File: src/rtl/ssp_pkg.sv
package ssp_pkg;
    typedef enum logic [0:0] {RX_IDLE, RX_WAIT} rx_state_t;
    typedef enum logic [1:0] {TX_IDLE, TX_LOW, TX_HIGH} tx_state_t;
endpackage

File: src/rtl/ssp_sync.sv
module ssp_sync #(
    parameter int WIDTH  = 2,
    parameter int STAGES = 2
) (
    input  logic             clk,
    input  logic             rst_n,
    input  logic [WIDTH-1:0] d_i,
    output logic [WIDTH-1:0] q_o
);
    generate
        for (genvar g = 0; g < WIDTH; g++) begin : g_bit
            logic [STAGES-1:0] chain;
            always_ff @(posedge clk) begin
                if (!rst_n) chain <= '0;
                else        chain <= {chain[STAGES-2:0], d_i[g]};
            end
            assign q_o[g] = chain[STAGES-1];
        end
    endgenerate
endmodule

File: src/rtl/ssp_rx.sv
module ssp_rx
    import ssp_pkg::*;
#(
    parameter int BITS = 8,
    parameter int LAT  = 3
) (
    input  logic            clk,
    input  logic            rst_n,
    input  logic            clr,
    input  logic            cnt_s,
    input  logic            sp_s,
    output logic            done_o,
    output logic [BITS-1:0] byte_o
);
    localparam int CW = $clog2(BITS + 1);
    localparam int LW = $clog2(LAT + 1);

    rx_state_t       state, state_nx;
    logic            cnt_d;
    logic [LW-1:0]   pend;
    logic [BITS-1:0] sh;
    logic [CW-1:0]   nbits;
    logic            rise, fire;

    assign rise = cnt_s & ~cnt_d;
    assign fire = (state == RX_WAIT) && !rise && (pend == LW'(1));

    // state register
    always_ff @(posedge clk) begin
        if (!rst_n || clr) state <= RX_IDLE;
        else               state <= state_nx;
    end

    always_comb begin
        state_nx = state;
        unique case (state)
            RX_IDLE: if (rise) state_nx = RX_WAIT;
            RX_WAIT: begin
                if (rise)                   state_nx = RX_IDLE; // abandon
                else if (pend == LW'(1))    state_nx = RX_IDLE; // capture
            end
            default: state_nx = RX_IDLE;
        endcase
    end

    // datapath / outputs
    always_ff @(posedge clk) begin
        if (!rst_n) begin
            cnt_d <= 1'b0;
        end else begin
            cnt_d <= cnt_s;
        end
        if (!rst_n || clr) begin
            pend  <= '0;
            sh    <= '0;
            nbits <= '0;
        end else begin
            unique case (state)
                RX_IDLE: if (rise) pend <= LW'(LAT);
                RX_WAIT: pend <= rise ? '0 : pend - LW'(1);
                default: pend <= '0;
            endcase
            if (fire) begin
                sh    <= {sh[BITS-2:0], sp_s};
                nbits <= (nbits == CW'(BITS - 1)) ? '0 : nbits + CW'(1);
            end
        end
    end

    assign done_o = fire && (nbits == CW'(BITS - 1));
    assign byte_o = {sh[BITS-2:0], sp_s};
endmodule

File: src/rtl/ssp_tx.sv
module ssp_tx
    import ssp_pkg::*;
#(
    parameter int BITS = 8
) (
    input  logic            clk,
    input  logic            rst_n,
    input  logic            clr,
    input  logic            en,
    input  logic            uf,
    input  logic            wr,
    input  logic [BITS-1:0] wdata,
    output logic            cnt_o,
    output logic            sp_o,
    output logic            done_o
);
    localparam int CW = $clog2(BITS + 1);

    tx_state_t       state, state_nx;
    logic [BITS-1:0] sh, hold;
    logic [CW-1:0]   nbits;
    logic            hold_full, cnt_q, sp_q, done_q;
    logic            go, last, load;

    assign go   = en & uf;
    assign last = (nbits == CW'(BITS));
    assign load = go && hold_full &&
                  ((state == TX_IDLE) || ((state == TX_HIGH) && last));

    // state register
    always_ff @(posedge clk) begin
        if (!rst_n || clr) state <= TX_IDLE;
        else               state <= state_nx;
    end

    always_comb begin
        state_nx = state;
        unique case (state)
            TX_IDLE: if (go && hold_full) state_nx = TX_LOW;
            TX_LOW:  if (go)              state_nx = TX_HIGH;
            TX_HIGH: if (go) state_nx = (last && !hold_full) ? TX_IDLE : TX_LOW;
            default: state_nx = TX_IDLE;
        endcase
    end

    // outputs
    always_ff @(posedge clk) begin
        if (!rst_n || clr) begin
            cnt_q     <= 1'b1;
            sp_q      <= 1'b1;
            done_q    <= 1'b0;
            hold_full <= 1'b0;
            hold      <= '0;
            sh        <= '0;
            nbits     <= '0;
        end else begin
            done_q <= 1'b0;
            if (wr && en) begin
                hold      <= wdata;
                hold_full <= 1'b1;
            end else if (load) begin
                hold_full <= 1'b0;
            end
            if (load) begin
                cnt_q <= 1'b0;
                sp_q  <= hold[BITS-1];
                sh    <= {hold[BITS-2:0], 1'b0};
                nbits <= '0;
            end
            unique case (state)
                TX_IDLE: ;
                TX_LOW: if (go) begin
                    cnt_q <= 1'b1;
                    nbits <= nbits + CW'(1);
                end
                TX_HIGH: if (go) begin
                    if (last) begin
                        done_q <= 1'b1;
                    end else begin
                        cnt_q <= 1'b0;
                        sp_q  <= sh[BITS-1];
                        sh    <= {sh[BITS-2:0], 1'b0};
                    end
                end
                default: ;
            endcase
        end
    end

    assign cnt_o  = cnt_q;
    assign sp_o   = sp_q;
    assign done_o = done_q;
endmodule

File: src/rtl/serial_shift_port.sv
module serial_shift_port #(
    parameter int DATA_W      = 8,
    parameter int SAMPLE_LAT  = 3,
    parameter int SYNC_STAGES = 2
) (
    input  logic              clk,
    input  logic              rst_n,
    input  logic              dir_out_i,
    input  logic              wr_en_i,
    input  logic [DATA_W-1:0] wr_data_i,
    input  logic              tmr_uf_i,
    input  logic              cnt_i,
    input  logic              sp_i,
    output logic [DATA_W-1:0] data_o,
    output logic              cnt_o,
    output logic              sp_o,
    output logic              out_en_o,
    output logic              irq_o
);
    logic              mode_q, mode_chg;
    logic [1:0]        pins_s;
    logic              rx_done, tx_done, irq_q;
    logic [DATA_W-1:0] rx_byte, sdr_q;

    assign mode_chg = dir_out_i ^ mode_q;

    always_ff @(posedge clk) begin
        if (!rst_n) begin
            mode_q <= 1'b0;
            sdr_q  <= '0;
            irq_q  <= 1'b0;
        end else begin
            mode_q <= dir_out_i;
            irq_q  <= rx_done | tx_done;
            if (wr_en_i)      sdr_q <= wr_data_i;
            else if (rx_done) sdr_q <= rx_byte;
        end
    end

    ssp_sync #(.WIDTH(2), .STAGES(SYNC_STAGES)) u_sync (
        .clk(clk), .rst_n(rst_n), .d_i({cnt_i, sp_i}), .q_o(pins_s)
    );

    ssp_rx #(.BITS(DATA_W), .LAT(SAMPLE_LAT)) u_rx (
        .clk(clk), .rst_n(rst_n), .clr(mode_chg | mode_q),
        .cnt_s(pins_s[1]), .sp_s(pins_s[0]),
        .done_o(rx_done), .byte_o(rx_byte)
    );

    ssp_tx #(.BITS(DATA_W)) u_tx (
        .clk(clk), .rst_n(rst_n), .clr(mode_chg), .en(mode_q),
        .uf(tmr_uf_i), .wr(wr_en_i), .wdata(wr_data_i),
        .cnt_o(cnt_o), .sp_o(sp_o), .done_o(tx_done)
    );

    assign data_o   = sdr_q;
    assign out_en_o = mode_q;
    assign irq_o    = irq_q;
endmodule

File: config.mk
export PLATFORM = sky130hd
export DESIGN_NAME = serial_shift_port
export DESIGN_NICKNAME = d
export VERILOG_FILES = /design/src/rtl/ssp_pkg.sv /design/src/rtl/ssp_sync.sv /design/src/rtl/ssp_rx.sv /design/src/rtl/ssp_tx.sv /design/src/rtl/serial_shift_port.sv
export SDC_FILE = /design/constraint.sdc
export NUM_CORES = 1
export LEC_CHECK = 0
export CAP_MARGIN = 10
export CORE_ASPECT_RATIO = 2
export CORE_UTILIZATION = 42
export CTS_CLUSTER_SIZE = 28
export DETAILED_ROUTE_END_ITERATION = 12
export PLACE_DENSITY = 0.68
export SETUP_SLACK_MARGIN = 0.02
export SLEW_MARGIN = 20
export SYNTH_ARGS = -nofsm -noshare
export SYNTH_HDL_FRONTEND = slang
export SYNTH_SLANG_ARGS = --single-unit
export TNS_END_PERCENT = 100
File: constraint.sdc
create_clock -name clk -period 4.7 [get_ports clk]
set_clock_uncertainty 0.1 [all_clocks]
set_input_delay 0.94 -clock clk [delete_from_list [all_inputs] [get_ports clk]]
set_output_delay 0.94 -clock clk [all_outputs]
set_load 0.005 [all_outputs]
# --- Word-level counts from Yosys, hierarchy flattened ---
# Cells that the tools add are included.
totals:
  reg_bits: 55
  out_inout_bits: 12
  elab_cells: 92
classes:
  add_sub_neg: 3
  n_eq_ne: 9
  muxes: 34
  bitwise: 9
  n_reduce_logical: 19
ops:
  columns: ["cell", "n"]
  rows:
  - ["8-bit 2-to-1 mux", 6]
  - ["4-bit 2-to-1 mux", 4]
  - ["1-bit 2-to-1 mux", 15]
  - ["2-bit 2-to-1 mux", 5]
  - ["4-bit by 1-bit adder with 4-bit output, second input constant", 2]
  - ["1-bit logical AND", 8]
  - ["2-bit by 1-bit != test with 1-bit output, second input constant", 3]
  - ["2-bit one-hot mux with 3 select lines", 1]
  - ["2-bit by 1-bit == test with 1-bit output, second input constant", 2]
  - ["4-bit by 3-bit == test with 1-bit output, second input constant", 1]
  - ["4-bit == test, second input constant", 1]
  - ["1-bit inverter", 4]
  - ["1-bit one-hot mux with 2 select lines", 2]
  - ["2-bit one-hot mux with 2 select lines", 1]
  - ["2-bit nonzero test", 2]
  - ["1-bit zero test", 3]
  - ["1-bit logical OR", 3]
  - ["3-bit AND reduction", 1]
  - ["3-bit OR reduction", 1]
  - ["1-bit AND", 2]
  - ["2-bit == test, second input constant", 1]
  - ["2-bit zero test", 1]
  - ["2-bit != test, second input constant", 1]
  - ["1-bit OR", 2]
  - ["other kinds (2)", 2]

# --- Longest topological paths before layout ---
# Gate-level depths: netlist of run 1.
depth:
  ltp_word: 8
  depth_mapped: 8
  ltp_nobuf: 6

# --- By module ---
# A second synthesis of run 1 with hierarchy kept.
unflattened:
  cells_unflattened: 275
  hier_area_um2: 2546.2
by_module_without_submodules:
  columns: ["mod", "instances", "cells_each", "area_each_um2"]
  rows:
  - ["ssp_tx", 1, 142, 1229.9]
  - ["ssp_rx", 1, 80, 678.2]
  - ["serial_shift_port", 1, 43, 518.0]
  - ["ssp_sync", 1, 10, 120.1]

# --- Worst setup path before layout of run 1 ---
# Ideal clock, no wire load.
synth_timing:
  path_type: "in2reg"
  from: "input port dir_out_i"
  to: "register u_tx.nbits[2]"
  setup_time_ns: 0.128
  arrival_ns: 1.898
  required_ns: 4.472
  path_slack_ns: 2.574
  path_stages: 6
  path_buffers: 2
  path_cell_list: "inv_1 -> ha_1 -> nand2b_1 -> clkbuf_1 -> clkbuf_1 -> nor2_1"
synth_between:
  elab_chain_len: 2
synth_lines:
  columns: ["item", "line_no", "rtl"]
  rows:
  - ["from (decl)", "serial_shift_port.sv:8", "input logic dir_out_i,"]
  - ["1-bit XOR", "serial_shift_port.sv:25", "assign mode_chg = dir_out_i ^ mode_q;"]
  - ["1-bit logical OR", "ssp_tx.sv:48", "if (!rst_n || clr) begin"]
  - ["to (signal assigned)", "ssp_tx.sv:74", "nbits <= nbits + CW'(1);"]
  - ["to (decl)", "ssp_tx.sv:21", "logic [CW-1:0] nbits;"]
# Every way passes these cells.
# A chain may end at the register's enable or synchronous reset.

# --- Worst setup path after layout of run 1 ---
layout_timing:
  from: "input port rst_n"
  to: "register u_tx.sh[5]"
layout_between:
  elab_chain_len: 2
layout_lines:
  columns: ["item", "line_no", "rtl"]
  rows:
  - ["from (decl)", "serial_shift_port.sv:7", "input logic rst_n,"]
  - ["1-bit zero test", "ssp_tx.sv:48", null]
  - ["1-bit logical OR", "ssp_tx.sv:48", null]
  - ["to (signal assigned)", "ssp_tx.sv:67", "sh <= {hold[BITS-2:0], 1'b0};"]
  - ["to (signal assigned)", "ssp_tx.sv:82", "sh <= {sh[BITS-2:0], 1'b0};"]
  - ["to (decl)", "ssp_tx.sv:20", "logic [BITS-1:0] sh, hold;"]
# Every way passes these cells.

==> results.cfg, run 1 <==
[timing]
final.period_utilization_pct = 56.94
fmax_ghz = 0.3737
hold_viol_final = 0
finalSetupTns_ps = 0
hold_slack_ps = 342.9
slew_headroom_pct = 46.23
period_minus_slack_ps = 2676
maxSlewViolCount = 0
setup_violations = 0
rsz0062_at_grt = false
tightest_slew_ps = 804.0

[synth]
yosys_register_bits = 55
synthTopCellsByArea = dfxtp_1, a21oi_1, mux2i_1
synthArstFlopShare_pct = 0
ys_seq_area_share_pct = 45.86
netlist.area_leader.share_pct = 45.86
synthCells = 267
synth_area_leader_cell = dfxtp_1
synth_ff_type = dfxtp_1
synthTopCellsByCount = dfxtp_1, nand2_1, a21oi_1
synth_edf_count = 0
syn_area_per_cell_um2 = 8.993
synth_nets = 291
synth_cell_types = 40
synth_area_mm2 = 0.002401
ys_warn_count = 0
yosysMostFrequentCell = dfxtp_1

[setup_path]
criticalPathCategory = primary input to register
cpPeakStageDelay_ps = 840
critPathArrivalTime_ps = 2810
critPathLaunchType = primary input
slowest_stage = clkdlybuf4s50_1
cp-end-kind = register
crit_chain = clkdlybuf4s50_1 > nor2b_1 > o21ai_0 > a21oi_1
critPathRequiredTime_ps = 4840
crit_path_max_fanout = 18
rr_worst_depth = 6

[clocking]
cts_buffer_depth = 2
cts_resized = 0
insertion_delay_ps = 310
holdBufCountCts = 0
htree_num_levels = 2
cts_buffers = 5
clock_tree.root_cell = clkbuf_8
cts_tree = done
clkTransAtPathRegs_ps = 100
post_cts_buffers = 0
cts.sinks = 55

[die]
core_mm2 = 0.005468
ios = 27
die_area_mm2 = 0.006042
die_w_um = 55.47
start_util_pct = 43.91
rows = 38
die_h_um = 108.9

[power_and_ir_drop]
vdd_drop_max_v = 0.0002424
powerDensity_mw_per_mm2 = 302.2
power_leakage_nw = 1.100

[global_route]
grt_usage_pct = 15.61
grt_pass1_wl_mm = 7.500
antenna_found_initial = 0
overflow = 0
grt_max_degree = 19
grt_pass1_vias = 1652

[route]
drtIter0Drc = 22
ant_nets = 0
wl_mm = 4.656
vias = 1826
routedWlPerCell_um = 13.57
via_per_inst = 5.324
drc = 0
dr.pass1.iters = 4

[place]
post-dp-hpwl_mm = 3.414
portBuffers = 26
gp_congestion = 0.7575
place_area_mm2 = 0.002629

[finish]
final_area_mm2 = 0.002733
finalNetCount = 306
drive_gt1_share_pct = 3.534
layout-area-overhead-vs-synth_pct = 13.81
n_antenna_cell = 0

[job]
max_cap_violations = 0

[worst_hold_path]
hold_depth = 1
holdCritPathClass = register to register

[status]
outcome = finished clean
[critical path: cells and delay by family]
kind            cells  cell delay, ps
compound gates      2             350
buf+inv             1             840
simple gates        1             680
[layer usage]
metal / part of all wire (%) / wire (um) / vias to the layer above / global-route usage (%)
met5: 0 / 0 / - / 0
met4: 1.8 / 83 / 0 / 6.964
met3: 1.8 / 86 / 6 / 2.491
met2: 57 / 2640 / 20 / 30.55
met1: 40 / 1845 / 857 / 15.84
li1: - / - / 943 / -
[cell families after synthesis]
family	synth area share [%]
DFF	45.86
muxes	6.670
buffers and inverters	5.732
and+or+nand+nor	20.43
xor gates and xnor gates	1.824
adders and majority gates	4.690
AOI/OAI and AO/OA	14.80
[area by class of cell]
class,count,area [um2]
Sequential cell,55,1101
Fill cell,531,2735
Inverter,8,30.03
Multi-Input combinational cell,186,1162
Clock buffer,7,96.34
Timing Repair Buffer,26,260.3
Clock inverter,1,7.507
Tap cell,60,75.07
[worst paths after layout]
check                            from                  endpoint  slack [ps]
min reg2reg  u_sync.g_bit[0].chain[0]  u_sync.g_bit[0].chain[1]         340
max                             rst_n                u_tx.sh[5]        2020
min          u_sync.g_bit[0].chain[0]  u_sync.g_bit[0].chain[1]         340
max reg2reg                  out_en_o                 u_tx.sp_o        2510
[metrics by stage]
stage                     cells  setup slack, ps  power [mW]  utilization (%)
after detailed placement    335             1663      0.5548            48.08
after global routing        343             1795      0.8558            49.98
after global placement      335             1714      0.5541            48.08
after floorplan             267             2574      0.5261                -
after CTS                   343             1988      0.8367            49.98
final                       343             2024      0.8258            49.98
[registers in the layout, summed over array words and instances, names as in the netlist, 2 cells and up]
name / flops
u_sync.g_bit.chain: 4
u_tx.nbits: 4
u_tx.sh: 8
u_rx.nbits: 4
u_tx.state: 2
u_tx.hold: 8
u_rx.sh: 7
data_o: 8
u_rx.pend: 2
[placed cells by master, fill, tap and decap left out, types with 2 or more instances in the layout]
| cell type | Yosys | final |
|---|---|---|
| a21oi_1 | 32 | 32 |
| and2_1 | 7 | 7 |
| and3_1 | 2 | 2 |
| and4_1 | 2 | 2 |
| clkbuf_8 | 0 | 7 |
| clkdlybuf4s50_1 | 0 | 26 |
| dfxtp_1 | 55 | 55 |
| ha_1 | 9 | 9 |
| inv_1 | 8 | 8 |
| mux2i_1 | 16 | 16 |
| nand2_1 | 40 | 40 |
| nand2b_1 | 4 | 4 |
| nand3_1 | 15 | 15 |
| nand3_2 | 2 | 2 |
| nand3b_1 | 2 | 2 |
| nand4b_1 | 2 | 2 |
| nor2_1 | 11 | 11 |
| nor2b_1 | 4 | 4 |
| nor3_1 | 2 | 2 |
| o211a_1 | 8 | 8 |
| o21ai_0 | 9 | 9 |
| xnor2_1 | 4 | 4 |
[report_power, final]
group          switching (mW)  internal [mW]  total (mW)
clock network           0.148          0.134       0.283
registers             0.00615          0.474       0.480
logic                  0.0306         0.0320      0.0627
total                   0.185          0.641       0.826
Power figures use the tool's default switching activity.
==> run 2, diff against run 1 <==
clock period = 2.7 ns   (was 4.7 ns; I/O delays follow)
==> run 2 against run 1 <==
Against the previous run: clock power is 96% higher; sequential share of layout area is 0.64 points lower; die area stayed put; total power is 82% higher; critical path depth is 3 lower; combinational power is 85% higher; via count is 1.8% higher; routed wire length is 4.0% higher; largest cell class unchanged; global-route usage is 1.5 points higher; register-to-register slack worse by 1800 ps; setup slack worse by 1500 ps; utilization is 0.80 points higher.
==> results.cfg, run 2 (synthesis gave the netlist of run 1 again) <==
[power_and_ir_drop]
p_total_mw = 1.507
vdd_drop_max_v = 0.0004081
power_leakage_nw = 1.130
powerDensity_mw_per_mm2 = 542.7

[finish]
final_cell_mix = dfxtp_1, nand2_1, a21oi_1
drive_gt1_share_pct = 4.878
final_common_cell = dfxtp_1
finalNetCount = 310
n_antenna_cell = 0
utilization_pct = 50.78
layout-area-overhead-vs-synth_pct = 15.63

[clocking]
cts_buffer_depth = 2
htree_num_levels = 2
cts_buffers = 5
insertion_delay_ps = 300
clkTransAtPathRegs_ps = 90
holdBufCountCts = 0
cts_tree = done
cts_resized = 0
clock_tree.root_cell = clkbuf_8
post_cts_buffers = 0
cts.sinks = 55

[setup_path]
critPathArrivalTime_ps = 1530
criticalPathCategory = register to primary output
slowest_stage = dfxtp_1
crit_path_max_fanout = 14
cpPeakStageDelay_ps = 640
reg2reg_to = u_tx.sh[3]
cp-end-kind = primary output
critPathBufInv = 1
crit_chain = clkdlybuf4s50_1
r2r-start = u_tx.state[0]
reg2reg_slack_ps = 680
critical_path.startpoint = out_en_o
critPathRequiredTime_ps = 2060
critPathLaunchType = register
crit_family = flip-flops
rr_worst_depth = 6

[job]
max_cap_violations = 0

[die]
die_h_um = 108.9
die_w_um = 55.47
rows = 38
ios = 27
core_mm2 = 0.005468
die_area_mm2 = 0.006042
start_util_pct = 43.91

[timing]
maxSlewViolCount = 0
period_minus_slack_ps = 2170
fmax_ghz = 0.4609
tightest_slew_ps = 621.1
setup_violations = 0
rsz0062_at_grt = false
finalSetupTns_ps = 0
slew_headroom_pct = 58.60
final.period_utilization_pct = 80.36
hold_viol_final = 0

[route]
routedWlPerCell_um = 13.95
ant_nets = 0
wl_mm = 4.841
via_per_inst = 5.357
dr.pass1.iters = 4
drtIter0Drc = 66
vias = 1859
drc = 0

[global_route]
grt_usage_pct = 17.06
grt_pass1_wl_mm = 8.121
overflow = 0
grt_max_degree = 19
antenna_found_initial = 0
grt_pass1_vias = 1732

[worst_hold_path]
holdCritPathClass = register to register
min_from = u_sync.g_bit[0].chain[0]
hold_depth = 1
hold_end = u_sync.g_bit[0].chain[1]

[place]
portBuffers = 26
gp_congestion = 0.7731
post-dp-hpwl_mm = 3.547

[status]
outcome = finished clean
## run 2: cell count changes in the layout (fill, tap and decap cells not counted)
cell        delta
clkbuf_8       -1
clkinvlp_4     -1
clkinv_2       +1
bufinv_16      +1
buf_4          +4
## run 2: per-stage QoR
stage | std cells | instance area (um2) | setup WS (ps) | hold WS, ps
after CTS | 347 | 2776 | 506.9 | 345.3
after global routing | 347 | 2776 | 415.6 | 367.0
after detailed placement | 339 | 2659 | 419.1 | 323.5
after global placement | 339 | 2659 | 470.2 | 318.3
final | 347 | 2776 | 530.2 | 341.8
after floorplan | 267 | 2401 | 812.9 | 311.8
## run 2: cell type report
class / instances / area [um2]
timing repair buffer: 30 / 290.3
clock buffer: 6 / 82.58
clock inverter: 2 / 35.03
multi-input combinational: 186 / 1162
fill: 509 / 2691
inverter: 8 / 30.03
tap: 60 / 75.07
sequential: 55 / 1101
## run 2: worst max-delay path by stage
stage,endpoint,slack [ps],cells after the start
2_1_floorplan,u_tx.nbits[2],810,7
3_3_place_gp,u_tx.sp_o,470,5
3_5_place_dp,u_tx.sp_o,420,5
4_1_cts,out_en_o,510,1
5_1_grt,out_en_o,420,1
6_report,out_en_o,530,1
## run 2: routing by layer
metal,vias up,global-route usage [%],part of all wire (%)
met2,21,33.82,56
met4,0,5.893,1.3
met1,881,17.57,41
met3,5,2.847,1.9
li1,952,-,-
met5,-,0,0
## run 2: power by group
group	leakage (nW)	internal (mW)	switching [mW]	total [mW]
registers	0.446	0.826	0.0103	0.836
clock network	0.0612	0.300	0.254	0.555
logic	0.622	0.0603	0.0559	0.116
